`config.mk`:
```
export PLATFORM = sky130hd
export DESIGN_NAME = sram_ctrl
export DESIGN_NICKNAME = d
export VERILOG_FILES = /design/src/rtl/sram_ctrl_pkg.sv /design/src/rtl/sram_wait_timer.sv /design/src/rtl/sram_xfer_seq.sv /design/src/rtl/sram_pin_stage.sv /design/src/rtl/sram_ctrl.sv
export SDC_FILE = /design/constraint.sdc
export NUM_CORES = 1
export LEC_CHECK = 0
export BUFFER_PORTS_ARGS = -buffer_cell sky130_fd_sc_hd__buf_2
export CAP_MARGIN = 10
export CORE_MARGIN = 3
export CORE_UTILIZATION = 51
export CTS_CLUSTER_DIAMETER = 120
export DETAILED_ROUTE_END_ITERATION = 12
export PLACE_DENSITY = 0.87
export SYNTH_ARGS = -nofsm -noshare
export SYNTH_HDL_FRONTEND = slang
export SYNTH_SLANG_ARGS = --single-unit
```
`constraint.sdc`:
```
create_clock -name clk -period 6.3 [get_ports clk]
set_clock_uncertainty 0.1 [all_clocks]
set_input_delay 0 -clock clk [delete_from_list [all_inputs] [get_ports clk]]
set_output_delay 0 -clock clk [all_outputs]
set_load 0.005 [all_outputs]
```
`src/rtl/sram_ctrl_pkg.sv`:
```
package sram_ctrl_pkg;

  typedef enum logic [1:0] {
    ST_IDLE   = 2'd0,
    ST_SETUP  = 2'd1,
    ST_ACCESS = 2'd2,
    ST_END    = 2'd3
  } xfer_state_e;

  // Number of strobe cycles covering the access time, never below one.
  function automatic int unsigned wait_cycles(input int unsigned acc_ps,
                                              input int unsigned clk_ps);
    int unsigned w;
    w = (acc_ps + clk_ps - 1) / clk_ps;
    if (w < 1) w = 1;
    return w;
  endfunction

endpackage

```
`src/rtl/sram_wait_timer.sv`:
```
module sram_wait_timer #(
  parameter int unsigned WAIT = 12
) (
  input  logic clk,
  input  logic rst_n,
  input  logic load,
  input  logic en,
  output logic last
);
  localparam int unsigned CNT_W = (WAIT < 2) ? 1 : $clog2(WAIT);

  logic [CNT_W-1:0] cnt_q, cnt_d;
  logic             cnt_en;

  assign last = (cnt_q == CNT_W'(WAIT - 1));

  always_comb begin
    cnt_en = load | (en & ~last);
    cnt_d  = load ? '0 : cnt_q + CNT_W'(1);
  end

  always_ff @(posedge clk or negedge rst_n) begin
    if (!rst_n)      cnt_q <= '0;
    else if (cnt_en) cnt_q <= cnt_d;
  end
endmodule

```
`src/rtl/sram_xfer_seq.sv`:
```
module sram_xfer_seq
  import sram_ctrl_pkg::*;
(
  input  logic        clk,
  input  logic        rst_n,
  input  logic        req,
  input  logic        wait_last,
  output xfer_state_e state_q,
  output xfer_state_e state_d,
  output logic        accept,
  output logic        capture
);
  always_comb begin
    state_d = state_q;
    accept  = 1'b0;
    capture = 1'b0;
    unique case (state_q)
      ST_IDLE: if (req) begin
        accept  = 1'b1;
        state_d = ST_SETUP;
      end
      ST_SETUP:  state_d = ST_ACCESS;
      ST_ACCESS: if (wait_last) begin
        capture = 1'b1;
        state_d = ST_END;
      end
      ST_END:    state_d = ST_IDLE;
      default:   state_d = ST_IDLE;
    endcase
  end

  always_ff @(posedge clk or negedge rst_n) begin
    if (!rst_n) state_q <= ST_IDLE;
    else        state_q <= state_d;
  end
endmodule

```
`src/rtl/sram_pin_stage.sv`:
```
module sram_pin_stage
  import sram_ctrl_pkg::*;
#(
  parameter int unsigned ADDR_W = 16,
  parameter int unsigned DATA_W = 16,
  parameter int unsigned LANES  = DATA_W / 8
) (
  input  logic              clk,
  input  logic              rst_n,
  input  logic              accept,
  input  logic              capture,
  input  xfer_state_e       state_d,
  input  logic              req_we,
  input  logic [ADDR_W-1:0] req_addr,
  input  logic [LANES-1:0]  req_be,
  input  logic [DATA_W-1:0] req_wdata,
  input  logic [DATA_W-1:0] mem_dq_i,
  output logic [ADDR_W-1:0] mem_addr,
  output logic              mem_ce_n,
  output logic              mem_we_n,
  output logic              mem_oe_n,
  output logic [LANES-1:0]  mem_lane_n,
  output logic [DATA_W-1:0] mem_dq_o,
  output logic              mem_dq_oe,
  output logic              rdy,
  output logic [DATA_W-1:0] rdata
);
  // Latched request, loaded on acceptance.
  logic              we_q;
  logic [ADDR_W-1:0] addr_q;
  logic [LANES-1:0]  be_q;
  logic [DATA_W-1:0] wdata_q;

  always_ff @(posedge clk or negedge rst_n) begin
    if (!rst_n) begin
      we_q    <= 1'b0;
      addr_q  <= '0;
      be_q    <= '0;
      wdata_q <= '0;
    end else if (accept) begin
      we_q    <= req_we;
      addr_q  <= req_addr;
      be_q    <= req_be;
      wdata_q <= req_wdata;
    end
  end

  // Control pins are registered from the next state so they never glitch.
  logic             sel_we, busy_d;
  logic [LANES-1:0] sel_be;
  logic             ce_n_d, we_n_d, oe_n_d, dq_oe_d;
  logic [LANES-1:0] lane_n_d;

  always_comb begin
    sel_we   = accept ? req_we : we_q;
    sel_be   = accept ? req_be : be_q;
    busy_d   = (state_d != ST_IDLE);
    ce_n_d   = ~busy_d;
    we_n_d   = ~((state_d == ST_ACCESS) & sel_we);
    oe_n_d   = ~((state_d == ST_ACCESS) & ~sel_we);
    lane_n_d = busy_d ? ~sel_be : '1;
    dq_oe_d  = busy_d & sel_we;
  end

  always_ff @(posedge clk or negedge rst_n) begin
    if (!rst_n) begin
      mem_ce_n   <= 1'b1;
      mem_we_n   <= 1'b1;
      mem_oe_n   <= 1'b1;
      mem_lane_n <= '1;
      mem_dq_oe  <= 1'b0;
    end else begin
      mem_ce_n   <= ce_n_d;
      mem_we_n   <= we_n_d;
      mem_oe_n   <= oe_n_d;
      mem_lane_n <= lane_n_d;
      mem_dq_oe  <= dq_oe_d;
    end
  end

  assign mem_addr = addr_q;
  assign mem_dq_o = wdata_q;

  // Read result path with per-lane masking.
  logic [DATA_W-1:0] lane_mask, rdata_d;

  for (genvar g = 0; g < LANES; g++) begin : g_lane
    assign lane_mask[g*8 +: 8] = {8{be_q[g]}};
  end

  assign rdata_d = we_q ? '0 : (mem_dq_i & lane_mask);

  always_ff @(posedge clk or negedge rst_n) begin
    if (!rst_n) rdy <= 1'b0;
    else        rdy <= capture;
  end

  always_ff @(posedge clk or negedge rst_n) begin
    if (!rst_n)       rdata <= '0;
    else if (capture) rdata <= rdata_d;
  end
endmodule

```
`src/rtl/sram_ctrl.sv`:
```
module sram_ctrl
  import sram_ctrl_pkg::*;
#(
  parameter int unsigned ADDR_W    = 16,
  parameter int unsigned DATA_W    = 16,
  parameter int unsigned CLK_PS    = 4000,
  parameter int unsigned ACCESS_PS = 45000
) (
  input  logic                  clk,
  input  logic                  rst_n,
  input  logic                  req,
  input  logic                  req_we,
  input  logic [ADDR_W-1:0]     req_addr,
  input  logic [DATA_W/8-1:0]   req_be,
  input  logic [DATA_W-1:0]     req_wdata,
  output logic                  rdy,
  output logic [DATA_W-1:0]     rdata,
  output logic [ADDR_W-1:0]     mem_addr,
  output logic                  mem_ce_n,
  output logic                  mem_we_n,
  output logic                  mem_oe_n,
  output logic [DATA_W/8-1:0]   mem_lane_n,
  output logic [DATA_W-1:0]     mem_dq_o,
  output logic                  mem_dq_oe,
  input  logic [DATA_W-1:0]     mem_dq_i
);
  localparam int unsigned LANES    = DATA_W / 8;
  localparam int unsigned WAIT_CYC = wait_cycles(ACCESS_PS, CLK_PS);

  // Reset: asserted asynchronously, released on a clock edge.
  logic [1:0] rst_sync_q;
  logic       rst_core_n;

  always_ff @(posedge clk or negedge rst_n) begin
    if (!rst_n) rst_sync_q <= 2'b00;
    else        rst_sync_q <= {rst_sync_q[0], 1'b1};
  end
  assign rst_core_n = rst_sync_q[1];

  xfer_state_e state_q, state_d;
  logic        accept, capture, wait_last;

  sram_xfer_seq u_seq (
    .clk       (clk),
    .rst_n     (rst_core_n),
    .req       (req),
    .wait_last (wait_last),
    .state_q   (state_q),
    .state_d   (state_d),
    .accept    (accept),
    .capture   (capture)
  );

  sram_wait_timer #(.WAIT(WAIT_CYC)) u_timer (
    .clk   (clk),
    .rst_n (rst_core_n),
    .load  (state_q == ST_SETUP),
    .en    (state_q == ST_ACCESS),
    .last  (wait_last)
  );

  sram_pin_stage #(
    .ADDR_W (ADDR_W),
    .DATA_W (DATA_W),
    .LANES  (LANES)
  ) u_pins (
    .clk        (clk),
    .rst_n      (rst_core_n),
    .accept     (accept),
    .capture    (capture),
    .state_d    (state_d),
    .req_we     (req_we),
    .req_addr   (req_addr),
    .req_be     (req_be),
    .req_wdata  (req_wdata),
    .mem_dq_i   (mem_dq_i),
    .mem_addr   (mem_addr),
    .mem_ce_n   (mem_ce_n),
    .mem_we_n   (mem_we_n),
    .mem_oe_n   (mem_oe_n),
    .mem_lane_n (mem_lane_n),
    .mem_dq_o   (mem_dq_o),
    .mem_dq_oe  (mem_dq_oe),
    .rdy        (rdy),
    .rdata      (rdata)
  );
endmodule

```
==> flow_summary.json, run 1 <==
{
  "cp_max_fo": 33,
  "wl_per_cell_um": 15.11,
  "reg2reg_to": "u_pins.rdata[11]",
  "cts_buffers": 9,
  "maxSlewViolCount": 0,
  "dp_cells": 364,
  "hp-class": "in -> reg",
  "dr.pass1.iters": 4,
  "nets": 420,
  "yosysUniqueCellTypes": 26,
  "syn_avg_cell_area_sq_um": 13.08,
  "tightest_slew_ns": 1.041,
  "vias_per_cell": 4.845,
  "insertion_delay_ns": 0.33,
  "cts_post_setup_buffers_inserted": 0,
  "die_h_um": 76.90,
  "min_to": "u_seq.state_q[0]",
  "end_kind": "flip-flop",
  "clockBufferDepth": 2,
  "p_per_area_nw_per_um2": 432.7,
  "hold_violations": 0,
  "grt_first_pass_wirelength_um": 11020,
  "gr-total-overflow": 0,
  "synth_seq_cells": 66,
  "setup_tns_ns": 0,
  "core_area_sq_um": 4786,
  "synth.most_common_cell": "dfrtp_1",
  "vias": 2098,
  "synthTopCellsByArea": "dfrtp_1 (60%), mux2_2 (15%), dfstp_2 (5.1%), nand2_1 (4.8%), o21ai_0 (3.9%)",
  "p_int_w": 0.001162,
  "synth_top_area_frac": 0.5954,
  "synth_edf_count": 0,
  "clockPowerShare": 0.221,
  "clkTransAtPathRegs_ns": 0.07,
  "stdcell_count": 433,
  "grt_max_degree": 36,
  "fmax_mhz": 419.7,
  "critPathKind": "reg -> reg",
  "rows": 25,
  "seqPwrFrac": 0.425,
  "antenna_found_initial": 0,
  "root_buffer": "clkbuf_8",
  "synthArstFlopShare": 1.000,
  "finalCriticalPeriod_ns": 2.382,
  "min_from": "req",
  "dieArea_sq_um": 5914,
  "area_growth_pct": 52.27,
  "syn_inst": 196,
  "setup_violations": 0,
  "r2r-start": "u_seq.state_q[0]",
  "critPathRequiredTime_ns": 6.37,
  "cap_violations": 0,
  "vdd_drop_max_mv": 0.2690,
  "relSlewSlack": 0.3022,
  "yosys.area.top_type": "dfrtp_1",
  "cts_tree": "done",
  "rsz0062_at_grt": "false",
  "ant_nets": 0,
  "drcViolationCount": 0,
  "hold_path_depth": 3,
  "drive_gt1_frac": 0.4536,
  "sw_frac_of_total": 0.3119,
  "critPathLaunchType": "flip-flop",
  "hpwl_um": 3869,
  "seq_area_frac_synth": 0.6467,
  "worstPathArrival_ns": 2.45,
  "synthesis.nets": 255,
  "slowest_delay_ns": 0.85,
  "wl_um": 6544,
  "r2r_cells": 5,
  "ys.flop_type": "dfrtp_1",
  "start_util": 0.5357,
  "dieWidth_um": 76.90,
  "crit_chain": "inv_1 -> ha_1 -> nand4b_1 -> nand2_1 -> o21ai_0",
  "p_leak_nw": 1.897,
  "crit_path_top_delay_cell": "nand4b_1",
  "io_pins": 109,
  "status": "finished clean",
  "comb_power_share": 0.353,
  "syn_area_sq_um": 2564,
  "gr-usage-all-layers": 0.2424,
  "post-route-period-util": 0.3782,
  "clock_sinks": 66,
  "yosysWarnings": 0,
  "grt_pass1_vias": 2236,
  "r2r_slack_ns": 3.92,
  "h-tree-depth": 3,
  "port_buffers": 108,
  "detail_route.iter0.violations": 68,
  "place_congestion": 0.7470,
  "antenna_cells": 0,
  "synth_common_cells": "dfrtp_1 (61), mux2_2 (34), nand2_1 (33)",
  "p_switching_w": 0.0005268
}
[what timing repair did]
item                      in CTS  in global routing
hold buffers                  53                  0
resized for setup              0                  0
hold endpoints to repair      58                  0
[area by class of cell]
cell class	count	area, sq um
flip-flops and latches	66	1659
clock buffers	11	131.4
fillers	284	882.1
clock inverters	5	78.83
well taps	67	83.83
inverters	3	11.26
repair buffers	162	1079
multi-input cells	119	860.8
[worst max-delay path by stage]
stage / endpoint / startpoint
5_1_grt: u_pins.rdata[11] / u_seq.state_q[0]
6_report: u_pins.rdata[11] / u_seq.state_q[0]
2_1_floorplan: u_pins.be_q[0] / rst_sync_q[1]
4_1_cts: u_pins.rdata[10] / u_seq.state_q[0]
3_3_place_gp: u_pins.rdata[6] / u_seq.state_q[0]
3_5_place_dp: u_pins.rdata[11] / u_seq.state_q[0]
[power by group through the flow]
stage,Clock [W],Sequential [W],Combinational (W)
4_1_cts,0.000386,0.000709,0.000595
3_5_place_dp,0,0.000714,0.000568
5_1_grt,0.000401,0.000743,0.000657
6_report,0.000374,0.000718,0.000597
3_3_place_gp,0,0.000705,0.000544
2_1_floorplan,0,0.000726,0.000313
[critical path: cells and delay by family (launching register included)]
kind / cells / cell delay, ns
flip-flops: 1 / 0.42
AND/OR/NAND/NOR: 2 / 1.16
adder cells (fa/ha/maj): 1 / 0.29
buffers and inverters: 1 / 0.13
AO/OA/AOI/OAI: 1 / 0.12
[placed cells by master, fill, tap and decap left out, types with 2 or more instances in the layout]
cell / count
nand4b_1: 2
clkinv_2: 2
nand2_1: 33
dfrtp_1: 60
buf_2: 108
nand3b_1: 2
clkbuf_1: 2
nor2b_1: 2
ha_1: 5
clkbuf_8: 9
nand2b_1: 2
bufinv_16: 2
nor2_1: 8
dlygate4sd3_1: 53
inv_1: 3
dfstp_2: 5
o21ai_0: 20
mux2_2: 34
[through the flow]
step | area, sq um | worst slack, ns | hold slack (ns) | power, W | utilization
4_1_cts | 3904 | 3.910 | 0.02083 | 0.001690 | 0.8157
2_1_floorplan | 2564 | 4.235 | -0.3956 | 0.001039 | -
5_1_grt | 3904 | 3.537 | 0.03565 | 0.001800 | 0.8157
3_3_place_gp | 3163 | 4.122 | -0.3138 | 0.001249 | 0.6609
6_report | 3904 | 3.918 | 0.03529 | 0.001689 | 0.8157
3_5_place_dp | 3163 | 3.941 | -0.3127 | 0.001282 | 0.6609
[cell families after synthesis]
kind of cell | Yosys count | share of synthesized area
fa+ha+maj | 5 | 0.02440
compound gates | 22 | 0.05223
other cells | 1 | 0.001463
flops | 66 | 0.6467
buf+inv | 11 | 0.01756
simple gates | 54 | 0.09517
xor+xnor | 1 | 0.003417
mux | 36 | 0.1591
[flip-flops by register name, indices dropped and copies added (netlist names), 2 cells and up]
signal / flops
u_timer.cnt_q: 4
u_pins.mem_dq_o: 16
rst_sync_q: 2
u_pins.mem_lane_n: 2
u_seq.state_q: 2
u_pins.rdata: 16
u_pins.be_q: 2
u_pins.mem_addr: 16
[metal layers]
layer / vias to the layer above / track usage / routed length, um
met5: - / 0 / 0
li1: 989 / - / -
met2: 81 / 0.4294 / 3504
met1: 1005 / 0.2682 / 2452
met4: 0 / 0.1268 / 244
met3: 23 / 0.05869 / 342
No activity file was read; power rests on OpenSTA's default activity.
==> inputs of run 2 (changes only) <==
--- a/config.mk
+++ b/config.mk
@@ -8,10 +8,10 @@
 export BUFFER_PORTS_ARGS = -buffer_cell sky130_fd_sc_hd__buf_2
 export CAP_MARGIN = 10
 export CORE_MARGIN = 3
-export CORE_UTILIZATION = 51
+export CORE_UTILIZATION = 47
 export CTS_CLUSTER_DIAMETER = 120
 export DETAILED_ROUTE_END_ITERATION = 12
-export PLACE_DENSITY = 0.87
+export PLACE_DENSITY = 0.81
 export SYNTH_ARGS = -nofsm -noshare
 export SYNTH_HDL_FRONTEND = slang
 export SYNTH_SLANG_ARGS = --single-unit
==> constraint.sdc (replaced) <==
create_clock -name clk -period 2.2 [get_ports clk]
set_clock_uncertainty 0.1 [all_clocks]
set_input_delay 0 -clock clk [delete_from_list [all_inputs] [get_ports clk]]
set_output_delay 0 -clock clk [all_outputs]
set_load 0.005 [all_outputs]
==> run 2 against run 1 <==
  * Cell area is 0.93% higher
  * Largest cell class unchanged
  * Global-route usage is 3.9 points lower
  * Worst setup slack worse by 3.7 ns
  * Critical path type unchanged
  * Die area is 7.8% higher
==> flow_summary.json, run 2 (same netlist as run 1, synthesis figures left out) <==
{
  "hold_violations": 0,
  "finalCoreUtilization": 0.7570,
  "seqCellArea_sq_um": 1659,
  "p_per_area_nw_per_um2": 1205,
  "root_buffer": "clkbuf_8",
  "layout_common_cells": "buf_2 (108), dfrtp_1 (60), dlygate4sd3_1 (54)",
  "cap_violations": 0,
  "final_common_cell": "buf_2",
  "wl_met3_um": 393,
  "clock_sinks": 66,
  "dieArea_sq_um": 6377,
  "critPathRequiredTime_ns": 2.30,
  "cts_tree": "done",
  "rsz0062_at_grt": "false",
  "antenna_cells": 0,
  "grt_max_degree": 34,
  "port_buffers": 108,
  "setup_violations": 0,
  "start_util": 0.4925,
  "dieWidth_um": 79.86,
  "io_pins": 109,
  "core_area_sq_um": 5205,
  "r2r_cells": 5,
  "relSlewSlack": 0.5942,
  "rows": 26,
  "area_growth_pct": 53.68,
  "worstPathArrival_ns": 2.04,
  "finalCriticalPeriod_ns": 1.937,
  "post-route-period-util": 0.8804,
  "ant_nets": 0,
  "gr-usage-all-layers": 0.2031,
  "fillCellCount": 352,
  "hpwl_um": 3784,
  "dp_cells": 370,
  "p_leak_nw": 1.912,
  "vdd_drop_max_mv": 0.8416,
  "drcViolationCount": 0,
  "multiInputGateArea_sq_um": 860.8,
  "antenna_found_initial": 0,
  "power_w": 0.004748,
  "met1Wirelength_um": 2488,
  "reg2reg_to": "u_pins.be_q[0]",
  "maxUsedRoutingLayer": "met4",
  "tightest_slew_ns": 0.6075,
  "hold_ws_ns": 0.01987,
  "die_h_um": 79.86,
  "wl_um": 6249,
  "nets": 424,
  "dr.pass1.iters": 4,
  "maxSlewViolCount": 0,
  "stdcell_count": 440,
  "end_kind": "flip-flop",
  "fmax_mhz": 516.3,
  "clockBufferDepth": 2,
  "hp-class": "in -> reg",
  "setup_tns_ns": 0,
  "cts_buffers": 9,
  "clkTransAtPathRegs_ns": 0.06,
  "cts_post_setup_buffers_inserted": 0,
  "vias_per_cell": 4.730,
  "wl_per_cell_um": 14.20,
  "grt_first_pass_wirelength_um": 9894,
  "r2r-start": "u_seq.state_q[0]",
  "place_congestion": 0.7558,
  "critPathKind": "reg -> reg",
  "worstSetupStartpoint": "u_seq.state_q[0]",
  "status": "finished clean",
  "endpoint": "u_pins.be_q[0]",
  "grt_pass1_vias": 2108,
  "insertion_delay_ns": 0.32,
  "detail_route.iter0.violations": 72,
  "r2r_slack_ns": 0.26,
  "wl_met2_um": 3304,
  "h-tree-depth": 3,
  "vias": 2081,
  "critPathLaunchType": "flip-flop",
  "cp_max_fo": 4,
  "gr-total-overflow": 0,
  "drive_gt1_frac": 0.4541
}
==> run 2: cell types whose count changed in the layout (fill, tap and decap cells not counted), sizes merged <==
cell	delta
dlygate4sd3	+1
buf	+3
bufinv	-1
clkbuf	+3
clkinv	-2
==> run 2: how the worst min path moves through the flow <==
stage | slack, ns | depth (start not counted) | start | to
after floorplan | -0.40 | 0 | rst_n | rst_sync_q[0]
after global placement | -0.31 | 1 | rst_n | rst_sync_q[0]
after detailed placement | -0.31 | 1 | rst_n | rst_sync_q[0]
after CTS | 0.01 | 3 | req | u_pins.be_q[1]
after global routing | 0.04 | 3 | req | u_pins.we_q
final | 0.02 | 3 | req | u_pins.be_q[1]
==> run 2: critical path: stages, from the launching register on <==
cell and delay (ns):
dfrtp_1 0.40, inv_1 0.10, ha_1 0.21, nand2_2 0.10, mux2_2 0.35, dlygate4sd3_1 0.56
==> run 2: power breakdown <==
group          internal (W)  leakage, nW  total, W  switching [W]
registers           0.00176        0.733   0.00204       0.000270
clock network      0.000586        0.101  0.000996       0.000411
logic              0.000945         1.08   0.00172       0.000772
==> run 2: cell type report <==
| class | instances | area share |
|---|---|---|
| clock buffers | 14 | 0.04128 |
| clock inverters | 2 | 0.008892 |
| inverters | 3 | 0.002858 |
| multi-input cells | 119 | 0.2185 |
| flip-flops and latches | 66 | 0.4211 |
| well taps | 70 | 0.02223 |
| repair buffers | 166 | 0.2852 |
==> run 2: layer usage <==
metal  vias up  global-route usage
li1        998                   -
met2        69              0.3715
met4         0             0.07601
met5         -                   0
met1      1006              0.2297
met3         8             0.04515
==> run 2: through the flow <==
stage	area [sq um]	worst slack (ns)
6_report	3940	0.2630
5_1_grt	3940	0.1921
4_1_cts	3940	0.2673
3_5_place_dp	3202	0.4001
3_3_place_gp	3202	0.4641
2_1_floorplan	2564	0.1349
==> run 2: what timing repair did <==
item | CTS | global route
hold buffers | 54 | 0
gates resized for setup | 0 | 0
endpoints found under the hold margin | 58 | 0
